File: src/rtl/fsk_tone_pkg.sv
package fsk_tone_pkg;

  // 16 phase steps per sine period
  localparam int PHASE_W = 4;
  localparam int QTR_W   = PHASE_W - 2;

  typedef enum logic {
    TONE_SPACE = 1'b0,
    TONE_MARK  = 1'b1
  } tone_e;

  // sin(k * 22.5 deg) scaled by 1024, k = 0..4 (one quarter wave)
  function automatic int qtr_num(input int k);
    case (k)
      0:       return 0;
      1:       return 392;
      2:       return 724;
      3:       return 946;
      default: return 1024;
    endcase
  endfunction

endpackage

File: src/rtl/fsk_rst_sync.sv
module fsk_rst_sync #(
  parameter int STAGES = 2
) (
  input  logic clk,
  input  logic arst_n,
  output logic srst_n
);

  logic [STAGES-1:0] sync_q;

  always_ff @(posedge clk or negedge arst_n) begin
    if (!arst_n) begin
      sync_q <= '0;
    end else begin
      sync_q <= {sync_q[STAGES-2:0], 1'b1};
    end
  end

  assign srst_n = sync_q[STAGES-1];

endmodule

File: src/rtl/fsk_seg_divider.sv
module fsk_seg_divider #(
  parameter int MARK_DIV  = 153,
  parameter int SPACE_DIV = 95
) (
  input  logic clk,
  input  logic rst_n,
  input  logic standby,
  input  logic tx_bit,
  output logic seg_tick
);
  import fsk_tone_pkg::*;

  localparam int MAX_DIV = (MARK_DIV > SPACE_DIV) ? MARK_DIV : SPACE_DIV;
  localparam int CNT_W   = $clog2(MAX_DIV);
  localparam logic [CNT_W-1:0] MARK_LD  = CNT_W'(MARK_DIV - 1);
  localparam logic [CNT_W-1:0] SPACE_LD = CNT_W'(SPACE_DIV - 1);

  logic [CNT_W-1:0] cnt_q, cnt_d;
  logic             at_end;
  logic [CNT_W-1:0] reload_val;

  // Data is only consulted when a new segment starts
  assign reload_val = (tone_e'(tx_bit) == TONE_MARK) ? MARK_LD : SPACE_LD;
  assign at_end     = (cnt_q == '0);

  always_comb begin
    cnt_d    = cnt_q;
    seg_tick = 1'b0;
    if (standby) begin
      cnt_d = reload_val;
    end else if (at_end) begin
      seg_tick = 1'b1;
      cnt_d    = reload_val;
    end else begin
      cnt_d = cnt_q - 1'b1;
    end
  end

  always_ff @(posedge clk or negedge rst_n) begin
    if (!rst_n) begin
      cnt_q <= MARK_LD;
    end else begin
      cnt_q <= cnt_d;
    end
  end

endmodule

File: src/rtl/fsk_phase_sine.sv
module fsk_phase_sine #(
  parameter int SAMPLE_W = 8
) (
  input  logic                clk,
  input  logic                rst_n,
  input  logic                standby,
  input  logic                step,
  output logic [SAMPLE_W-1:0] sample,
  output logic                sample_vld
);
  import fsk_tone_pkg::*;

  localparam int QTR_STEPS = 1 << QTR_W;
  localparam int LUT_N     = 1 << (QTR_W + 1);
  localparam int MAG_W     = SAMPLE_W - 1;
  localparam int AMP       = (1 << MAG_W) - 1;

  logic [MAG_W-1:0] qtr_lut [LUT_N];

  for (genvar g = 0; g < LUT_N; g++) begin : g_lut
    if (g <= QTR_STEPS) begin : g_val
      assign qtr_lut[g] = MAG_W'((AMP * qtr_num(g) + 512) / 1024);
    end else begin : g_pad
      assign qtr_lut[g] = '0;
    end
  end

  logic [PHASE_W-1:0]  idx_q, idx_d;
  logic [1:0]          quad;
  logic [QTR_W-1:0]    offs;
  logic [QTR_W:0]      pos;
  logic [MAG_W-1:0]    mag;
  logic [SAMPLE_W-1:0] code_d;
  logic [SAMPLE_W-1:0] sample_q;
  logic                vld_q;
  logic                load_en;

  // Phase index next state
  always_comb begin
    idx_d = idx_q;
    if (standby) begin
      idx_d = '0;
    end else if (step) begin
      idx_d = idx_q + 1'b1;
    end
  end

  // Quarter-wave symmetry: odd quadrants mirror, upper half negates
  always_comb begin
    quad = idx_d[PHASE_W-1 -: 2];
    offs = idx_d[QTR_W-1:0];
    if (quad[0]) begin
      pos = (QTR_W + 1)'(QTR_STEPS) - {1'b0, offs};
    end else begin
      pos = {1'b0, offs};
    end
    mag = qtr_lut[pos];
    if (quad[1]) begin
      code_d = -{1'b0, mag};
    end else begin
      code_d = {1'b0, mag};
    end
  end

  assign load_en = standby | step;

  always_ff @(posedge clk or negedge rst_n) begin
    if (!rst_n) begin
      idx_q    <= '0;
      sample_q <= '0;
      vld_q    <= 1'b0;
    end else begin
      vld_q <= step & ~standby;
      if (load_en) begin
        idx_q    <= idx_d;
        sample_q <= code_d;
      end
    end
  end

  assign sample     = sample_q;
  assign sample_vld = vld_q;

endmodule

File: src/rtl/fsk_ref_divider.sv
module fsk_ref_divider #(
  parameter int HALF_PERIOD = 1328
) (
  input  logic clk,
  input  logic rst_n,
  output logic ref_out
);

  localparam int CNT_W = $clog2(HALF_PERIOD);
  localparam logic [CNT_W-1:0] LAST = CNT_W'(HALF_PERIOD - 1);

  logic [CNT_W-1:0] cnt_q, cnt_d;
  logic             ref_q, ref_d;
  logic             wrap;

  assign wrap = (cnt_q == LAST);

  always_comb begin
    cnt_d = cnt_q + 1'b1;
    ref_d = ref_q;
    if (wrap) begin
      cnt_d = '0;
      ref_d = ~ref_q;
    end
  end

  always_ff @(posedge clk or negedge rst_n) begin
    if (!rst_n) begin
      cnt_q <= '0;
      ref_q <= 1'b0;
    end else begin
      cnt_q <= cnt_d;
      ref_q <= ref_d;
    end
  end

  assign ref_out = ref_q;

endmodule

File: src/rtl/fsk_tone_synth.sv
module fsk_tone_synth #(
  parameter int MARK_DIV   = 153,
  parameter int SPACE_DIV  = 95,
  parameter int REF_HALF   = 1328,
  parameter int SAMPLE_W   = 8,
  parameter int RST_STAGES = 2
) (
  input  logic                clk,
  input  logic                rst_n,
  input  logic                tx_bit,
  input  logic                tx_en_n,
  output logic [SAMPLE_W-1:0] sample,
  output logic                sample_vld,
  output logic                ref_1200
);

  logic srst_n;
  logic seg_tick;
  logic standby;

  assign standby = tx_en_n;

  fsk_rst_sync #(
    .STAGES (RST_STAGES)
  ) u_rst (
    .clk    (clk),
    .arst_n (rst_n),
    .srst_n (srst_n)
  );

  fsk_seg_divider #(
    .MARK_DIV  (MARK_DIV),
    .SPACE_DIV (SPACE_DIV)
  ) u_div (
    .clk      (clk),
    .rst_n    (srst_n),
    .standby  (standby),
    .tx_bit   (tx_bit),
    .seg_tick (seg_tick)
  );

  fsk_phase_sine #(
    .SAMPLE_W (SAMPLE_W)
  ) u_sine (
    .clk        (clk),
    .rst_n      (srst_n),
    .standby    (standby),
    .step       (seg_tick),
    .sample     (sample),
    .sample_vld (sample_vld)
  );

  fsk_ref_divider #(
    .HALF_PERIOD (REF_HALF)
  ) u_ref (
    .clk     (clk),
    .rst_n   (srst_n),
    .ref_out (ref_1200)
  );

endmodule

File: config.mk
export PLATFORM = sky130hd
export DESIGN_NAME = fsk_tone_synth
export DESIGN_NICKNAME = d
export VERILOG_FILES = /design/src/rtl/fsk_tone_pkg.sv /design/src/rtl/fsk_rst_sync.sv /design/src/rtl/fsk_seg_divider.sv /design/src/rtl/fsk_phase_sine.sv /design/src/rtl/fsk_ref_divider.sv /design/src/rtl/fsk_tone_synth.sv
export SDC_FILE = /design/constraint.sdc
export NUM_CORES = 1
export LEC_CHECK = 0
export BUFFER_PORTS_ARGS = -buffer_cell sky130_fd_sc_hd__buf_2
export CAP_MARGIN = 20
export CORE_ASPECT_RATIO = 1.75
export CORE_MARGIN = 4
export CORE_UTILIZATION = 60
export CTS_BUF_LIST = sky130_fd_sc_hd__clkbuf_4
export CTS_CLUSTER_DIAMETER = 120
export DETAILED_ROUTE_END_ITERATION = 12
export GPL_TIMING_DRIVEN = 0
export PLACE_DENSITY = 0.83
export SYNTH_ARGS = -nofsm -noshare
export SYNTH_HDL_FRONTEND = slang
export SYNTH_SLANG_ARGS = --single-unit
File: constraint.sdc
create_clock -name clk -period 1.2 [get_ports clk]
set_input_delay 0.24 -clock clk [delete_from_list [all_inputs] [get_ports clk]]
set_output_delay 0.24 -clock clk [all_outputs]
set_load 0.05 [all_outputs]
==> results of run 1 <==
Yosys cell counts (2+ instances only):
master / number
nor4_1: 2
nand2b_1: 3
inv_1: 7
a211oi_1: 2
dfrtp_1: 32
xor2_1: 9
xnor2_1: 10
or2_2: 2
a21bo_2: 2
nor4b_1: 2
o21ai_0: 7
and3_1: 2
nor3_1: 7
nor2b_1: 5
nand3_1: 8
nor2_1: 19
ha_1: 5
o221ai_1: 2
clkbuf_1: 5
a21oi_1: 14
nand2_1: 16
dfstp_2: 3
state kept, by name, summed over array words and instances (netlist names):
register / cells
u_ref.cnt_q: 11
u_div.cnt_q: 8
u_sine.sample: 8
u_sine.idx_q: 4
u_rst.sync_q: 2
u_ref.ref_out: 1
u_sine.sample_vld: 1
worst max path at each step:
stage	start	endpoint	slack (ns)	cells after the start
after floorplan	u_div.cnt_q[0]	u_sine.sample[2]	-2.04	18
after global placement	u_div.cnt_q[0]	u_sine.sample[2]	-2.27	18
after detailed placement	u_div.cnt_q[1]	u_sine.sample[4]	-2.39	16
after CTS	u_div.cnt_q[1]	u_sine.sample[2]	-2.02	16
after global routing	u_div.cnt_q[1]	u_sine.sample[4]	-2.82	18
final	u_div.cnt_q[0]	u_sine.sample[4]	-2.66	18
where the power goes:
group	switching, W	leakage (nW)	internal, W
Clock	0.000493	0.0418	0.000444
Combinational	0.000177	0.754	0.000133
Sequential	0.0000520	0.448	0.00122
cell type report:
type	instances	share of cell area [%]
clock inverters	3	1.625
multi-input cells	138	43.70
well taps	28	1.230
clock buffers	5	1.318
flip-flops and latches	35	30.96
repair buffers	60	19.10
inverters	8	1.186
plain buffers	3	0.8783
what timing repair did:
item                                   4_1_cts  5_1_grt
pin swaps                                   18       28
resized for setup                           49       45
hold buffers                                 1        0
setup endpoints to repair                   40       41
setup buffers                               34       18
endpoints found under the hold margin        2        0
cell usage in the layout, fill, tap and decap left out, types with 5 or more instances in the layout:
cell and n:
a21oi_1 6, a21oi_2 7, buf_4 35, buf_6 19, clkbuf_4 6, dfrtp_1 30
inv_2 5, nand2_1 14, nor2_1 12, nor3_1 5, xnor2_1 7, xor2_1 7
routing by layer:
layer	GRT usage [%]	wire [um]	vias to the layer above
met3	7.339	771	79
met4	16.07	748	0
met1	31.39	2728	982
met2	56.23	4104	195
li1	-	-	783
met5	0	0	-
logic make-up (layout without fill, tap and decap cells):
family	after synthesis	count (layout)	share of synthesized area, %
AOI/OAI and AO/OA	39	39	14.80
and+or+nand+nor	73	73	20.23
DFF	35	35	48.38
xor gates and xnor gates	19	19	9.153
other	1	1	0.2063
muxes	1	1	0.5506
buffers and inverters	15	79	3.234
adders and majority gates	5	5	3.441
critical path, delay by kind of cell (launching register included):
kind | cells | cell delay, ns
AO/OA/AOI/OAI | 4 | 1.12
adder cells (fa/ha/maj) | 3 | 0.62
buffers and inverters | 4 | 0.37
flip-flops | 1 | 0.43
AND/OR/NAND/NOR | 7 | 1.18
metrics by stage:
step	setup slack (ns)	power [W]	util [%]	TNS [ns]	hold slack (ns)
3_5_place_dp	-2.385	0.001478	71.41	-28.63	0.03075
6_report	-2.657	0.002518	97.31	-33.04	0.1870
4_1_cts	-2.018	0.002394	88.33	-24.70	0.1656
5_1_grt	-2.816	0.002576	97.31	-35.27	0.1499
3_3_place_gp	-2.275	0.001455	70.47	-31.68	0.02437
2_1_floorplan	-2.042	0.001415	-	-22.46	-0.05559
==> results.md, run 1 <==
* Final nets at 260
* Initial antenna violation count at 0
* Chip width at 49.61 um
* Die ar. at 0.004009 sq mm
* Fin area at 0.002849 sq mm
* Sequential cell area fraction in the yosys report at 48.38%
* Vias in the first global route at 1,798
* Final number of max-transition violations at 0
* Worst reg2reg endpoint: u_sine.sample[4]
* Worst slew pin tran at 0.6886 ns
* Largest net degree at the start of global routing at 25
* Slew headroom at 54.09%
* Maximum buffer depth of the clock tree at 2
* Area grow syn2layout at 56.71%
* Pwr/cell area at 883.9 mW/mm^2
* GPL Wtd Cong at 0.8177
* DRC viols at 0
* CTS tree: built
* Post-DP HPWL at 3038 um
* Total gr overflow at 0
* Failing checks: setup timing
* Number of synthesized flops with an enable pin at 0
* Hold path depth at 3
* Max_cap viols at 0
* Multi-input logic area at 0.001245 sq mm
* Synth area leaders: dfrtp_1 44%, xnor2_1 4.8%, dfstp_2 4.3%
* Pleak at 1.244 nW
* Final period util at 321.4%
* Synthesis Warnings at 0
* Reg2Reg Launch Point: u_div.cnt_q[0]
* R2R depth at 18
* Cell Rows at 26
* Drt wl/cell at 29.83 um
* Effective utilization at floorplan at 62.09%
* CP arrival at 4.10 ns
* Final hold vios at 0
* Layout Cells excl Fill at 280
* Via-to-Cell Ratio at 7.282
* Kind of critical path: flip-flop to flip-flop
* Global-route wire length before repair at 8963 um
* Final worst-path setup slack at -2.657 ns
* R2R setup slack at -2.66 ns
* Clock latency on the worst-skew pair at 0.38 ns
* Dpl cells at 230
* Clk pin slew, worst setup/hold paths at 0.13 ns
* Area after DPL at 0.002091 sq mm
* Crit start category: flip-flop
* Hold crit path type: primary input to flip-flop
* Fmax at 259.3 MHz
* I/O Pins at 14
* Gr usage total at 30.54%
* CP dominant cell by count: ha_4
* Cell variety after synth at 46
* Critical Path End Type: flip-flop
* Port bufs at 13
* Slowest-stage cell, CP: a311oi_1
* FFs w/ async S/R, synth at 100.0%
* Hold_sp: tx_bit
* Worst path max stage delay at 0.46 ns
* Routed Antenna Nets at 0
* Mapped Cells at 188
* RSZ-0062 raised after global routing: true
* Hold Path End: u_div.cnt_q[6]
* H-tree Lvls at 2
* Mean Syn Cell Area at 9.670 sq um
* Run status: finished with violations
* Sequential standard cell area at 882.1 sq um
* Share of cells above drive strength 1 at 55.56%
* VDD IR-drop max at 1533 uV
* Die Height at 80.82 um
* Synth Net Count at 197
* Post-synthesis register bit count at 35
* Num Clock Sinks at 35
* DR iter-0 viols at 152
* DR pass1 iterations at 5
* Vias at 2,039
* Crit Path Max Fanout at 4
* Most used DFF post-synth: dfrtp_1
* Crit path time final at 3.857 ns
* Share of the synthesized area in the top cell type at 44.05%
* Root Driver: clkbuf_4
* Ant diodes at 0
* Post-synthesis cell area at 0.001818 sq mm
* Critical-path cell list: inv_2 -> ha_4 -> buf_4 -> buf_6 -> nor4b_4 -> nand3_1 -> a21oi_2 -> inv_2 -> ha_4 -> nand2b_4 -> nand2_2 -> a211oi_2 -> nor2_1 -> nand2_1 -> ha_4 -> nor2_1 -> a311oi_1 -> o21ai_2
* Routed wire length at 8352 um
* Cts bufs inserted at 5
* CP required at 1.45 ns
* Skew final at 0.01390 ns
* Fillers at 42
* Setup-failing EPs final at 38
* Core area at 0.002928 sq mm
* Area leader, netlist: dfrtp_1
Power figures use the tool's default switching activity.
==> run 2: changes to the inputs <==
--- a/config.mk
+++ b/config.mk
@@ -14,7 +14,8 @@
 export CTS_CLUSTER_DIAMETER = 120
 export DETAILED_ROUTE_END_ITERATION = 12
 export GPL_TIMING_DRIVEN = 0
-export PLACE_DENSITY = 0.83
+export PLACE_DENSITY = 0.82
 export SYNTH_ARGS = -nofsm -noshare
 export SYNTH_HDL_FRONTEND = slang
+export SYNTH_HIERARCHICAL = 1
 export SYNTH_SLANG_ARGS = --single-unit
==> run 2 against run 1 <==
  * Synthesized cell count grew 5.3%
  * Maximum frequency grew 17%
  * Clock power shrank 29%
  * Largest power group unchanged
  * Highest routed layer unchanged
  * Sequential cell count is the same
  * Global-route usage shrank 4.2 points
  * First-iteration DRC count shrank 59%
  * Critical endpoint is now u_sine/sample[2]
  * The flow still finishes with violations (setup timing)
  * Die area grew 5.9%
  * Combinational power grew 4%
  * Non-clock buffer count shrank 4
  * Wire length shrank 28%
  * Clock-buffer cell count grew 1
  * Critical path depth grew 1
==> results.md, run 2 <==
* Run status: finished with violations
* Failing checks: setup timing
* Mapped Cells at 198
* Fmax at 304.5 MHz
* Number of synthesized flops with an enable pin at 0
* CP dominant cell by count: ha_4
* Area grow syn2layout at 44.39%
* Global-route wire length before repair at 8583 um
* Kind of critical path: flip-flop to flip-flop
* I/O Pins at 14
* Hold_sp: tx_bit
* Synth Net Count at 208
* Total gr overflow at 0
* Root Driver: clkbuf_4
* Combinational group share of total power at 14.0%
* Num Clock Sinks at 35
* Most common cell after layout, fill and taps aside: buf_4
* Skew final at 0.01486 ns
* Critical Path End Type: flip-flop
* Final worst-path setup slack at -2.084 ns
* Share of the synthesized area in the top cell type at 41.24%
* Crit path from: u_div/cnt_q[0]
* Via-to-Cell Ratio at 6.254
* DR pass1 iterations at 5
* Vias at 1,895
* Clock power frac at 29.0%
* Chip width at 51.01 um
* Core area at 0.003142 sq mm
* Post-synthesis cell area at 0.001942 sq mm
* Worst path max stage delay at 0.42 ns
* DRC viols at 0
* Post-DP HPWL at 3028 um
* Fillers at 141
* Vias in the first global route at 1,848
* Drt wl/cell at 19.79 um
* Die ar. at 0.004246 sq mm
* WP buf/inv at 4
* RSZ-0062 raised after global routing: true
* Largest net degree at the start of global routing at 19
* Maximum buffer depth of the clock tree at 2
* Initial antenna violation count at 0
* Routed Antenna Nets at 0
* Max_cap viols at 0
* DR iter-0 viols at 63
* Setup-failing EPs final at 27
* Pwr/cell area at 816.5 mW/mm^2
* H-tree Lvls at 2
* Worst hold slack at 0.1214 ns
* Switching Power at 0.0006608 W
* GPL Wtd Cong at 0.8486
* Cell Rows at 27
* Clk pin slew, worst setup/hold paths at 0.12 ns
* Sequential cell area fraction in the yosys report at 45.30%
* Most frequent cells in the layout: 34 x buf_4, 29 x dfrtp_1, 17 x buf_6, 17 x nor2_1, 16 x nand2_1
* Most used DFF post-synth: dfrtp_1
* Gr usage total at 26.39%
* Clock latency on the worst-skew pair at 0.35 ns
* Die Height at 83.26 um
* Final hold vios at 0
* Final period util at 273.6%
* Port bufs at 12
* Routed wire length at 5996 um
* CP arrival at 3.52 ns
* Synth area leaders: dfrtp_1 41%, nor2_1 4.3%, dfstp_2 4.1%
* Slowest-stage cell, CP: dfrtp_1
* Effective utilization at floorplan at 61.81%
* Met1 Usage GRT at 27.86%
* Worst slew pin tran at 0.7323 ns
* Cts bufs inserted at 5
* Most used routing layer: met2
* Multi-input logic area at 0.001264 sq mm
* Largest reg by FF count: u_ref/cnt_q
* Top-count cell post-synth: dfrtp_1
* Post-synthesis register bit count at 35
* Sequential standard cell area at 883.3 sq um
* Hold crit path type: primary input to flip-flop
* Crit path time final at 3.284 ns
* Reg2Reg Launch Point: u_div/cnt_q[0]
* Final nets at 269
* Mean Syn Cell Area at 9.807 sq um
* Critical-path cell list: inv_2 -> ha_4 -> nor3b_4 -> nand2_1 -> nor2_2 -> buf_6 -> mux2i_4 -> nor2_4 -> inv_2 -> ha_4 -> nand2b_4 -> a21oi_4 -> o31a_1 -> nand2_2 -> ha_4 -> nor3_4 -> buf_4 -> xnor2_2 -> o21ai_1
* Slew headroom at 51.18%
* Share of cells above drive strength 1 at 46.54%
* FFs w/ async S/R, synth at 100.0%
* Pleak at 1.261 nW
* Crit start category: flip-flop
* Met3 Use GR at 5.386%
* Setup TNS at -22.52 ns
* Delay-heaviest family, CP: simple AND/OR/NAND/NOR gates
* Commonest cells post-synth: 32 x dfrtp_1, 22 x nor2_1, 19 x nand2_1
* Area leader, netlist: dfrtp_1
* Synthesis Warnings at 6
* Switch share at 28.86%
* Max reg flops at 11
* Final number of max-transition violations at 0
* CP required at 1.44 ns
* Int Pwr at 0.001629 W
* Seq pwr share at 57.0%
* Ant diodes at 0
* Crit Path Max Fanout at 4
* Cell variety after synth at 50
* VDD IR-drop max at 966.7 uV
* GR Util met2 at 47.94%
* CTS tree: built
run 2: cell types whose count changed after synthesis, moves of 3 or more:
| cell | delta |
|---|---|
| a22oi_1 | +3 |
| nand4_1 | +6 |
| nand2_1 | +3 |
| nand3_1 | -5 |
| a21oi_1 | -6 |
| nor2_1 | +3 |
| nor3_1 | -4 |
| xor2_1 | -4 |
| a31oi_1 | +3 |
| o211ai_1 | +3 |
| clkbuf_1 | -3 |
| xnor2_1 | -4 |
| mux2i_1 | +4 |
run 2: final cells by class:
class	instances	share of cell area, %
multi-input cells	149	45.07
flip-flops and latches	35	31.50
repair buffers	54	17.14
well taps	43	1.919
clock buffers	6	1.606
inverters	9	1.205
plain buffers	5	1.116
clock inverters	2	0.4462
run 2: logic make-up (layout without fill, tap and decap cells):
kind of cell / after synthesis / after routing / synth area share (%)
xor+xnor: 11 / 11 / 4.961
compound gates: 43 / 43 / 14.75
other cells: 1 / 1 / 0.1931
mux: 6 / 6 / 3.157
buf+inv: 14 / 76 / 3.029
flops: 35 / 35 / 45.30
simple gates: 82 / 82 / 24.74
fa+ha+maj: 6 / 6 / 3.866
run 2: repair_timing:
| item | CTS | global route |
|---|---|---|
| setup endpoints to repair | 39 | 39 |
| resized for setup | 40 | 31 |
| buffers inserted | 27 | 14 |
| hold buffers | 1 | 0 |
| hold endpoints to repair | 2 | 0 |
| pin swaps | 21 | 11 |
run 2: worst register-to-register path, stage by stage, from the launching register on:
cell      delay (ns)
dfrtp_1         0.42
inv_2           0.09
ha_4            0.15
nor3b_4         0.26
nand2_1         0.10
nor2_2          0.15
buf_6           0.17
mux2i_4         0.26
nor2_4          0.07
inv_2           0.08
ha_4            0.21
nand2b_4        0.16
a21oi_4         0.12
o31a_1          0.19
nand2_2         0.09
ha_4            0.17
nor3_4          0.15
buf_4           0.16
xnor2_2         0.11
o21ai_1         0.08
run 2: final timing paths:
| kind | to | slack [ns] | cells past startpoint |
|---|---|---|---|
| min in group asynchronous | u_rst/sync_q[0] | 0.19 | 2 |
| worst max-delay path | u_sine/sample[2] | -2.08 | 19 |
| max in group asynchronous | u_div/cnt_q[3] | 0.27 | 1 |
| worst max register to register | u_sine/sample[2] | -2.08 | 19 |
| worst min register to register | u_div/cnt_q[0] | 0.31 | 0 |
| worst min-delay path | u_div/cnt_q[1] | 0.12 | 2 |
run 2: per-stage QoR:
step	power, W	instance area, sq um	instances	util (%)	setup slack [ns]
after floorplan	0.001471	2026	198	-	-1.745
after global placement	0.001512	2140	253	68.10	-2.092
after detailed placement	0.001541	2167	254	68.98	-2.250
after CTS	0.002247	2577	290	82.04	-1.820
after global routing	0.002376	2804	303	89.25	-2.173
final	0.002289	2804	303	89.25	-2.084
run 2: power groups by stage:
stage | sequential [W] | clock, W | combinational [W]
final | 0.00131 | 0.000663 | 0.000321
after global routing | 0.00131 | 0.000721 | 0.000344
after global placement | 0.00132 | 0 | 0.000189
after detailed placement | 0.00132 | 0 | 0.000223
after floorplan | 0.00134 | 0 | 0.000134
after CTS | 0.00129 | 0.000680 | 0.000276
run 2: metal layers:
layer	vias to the layer above	wire [um]
met5	-	0
met4	0	388
met3	36	222
met2	72	3283
met1	953	2101
li1	834	-
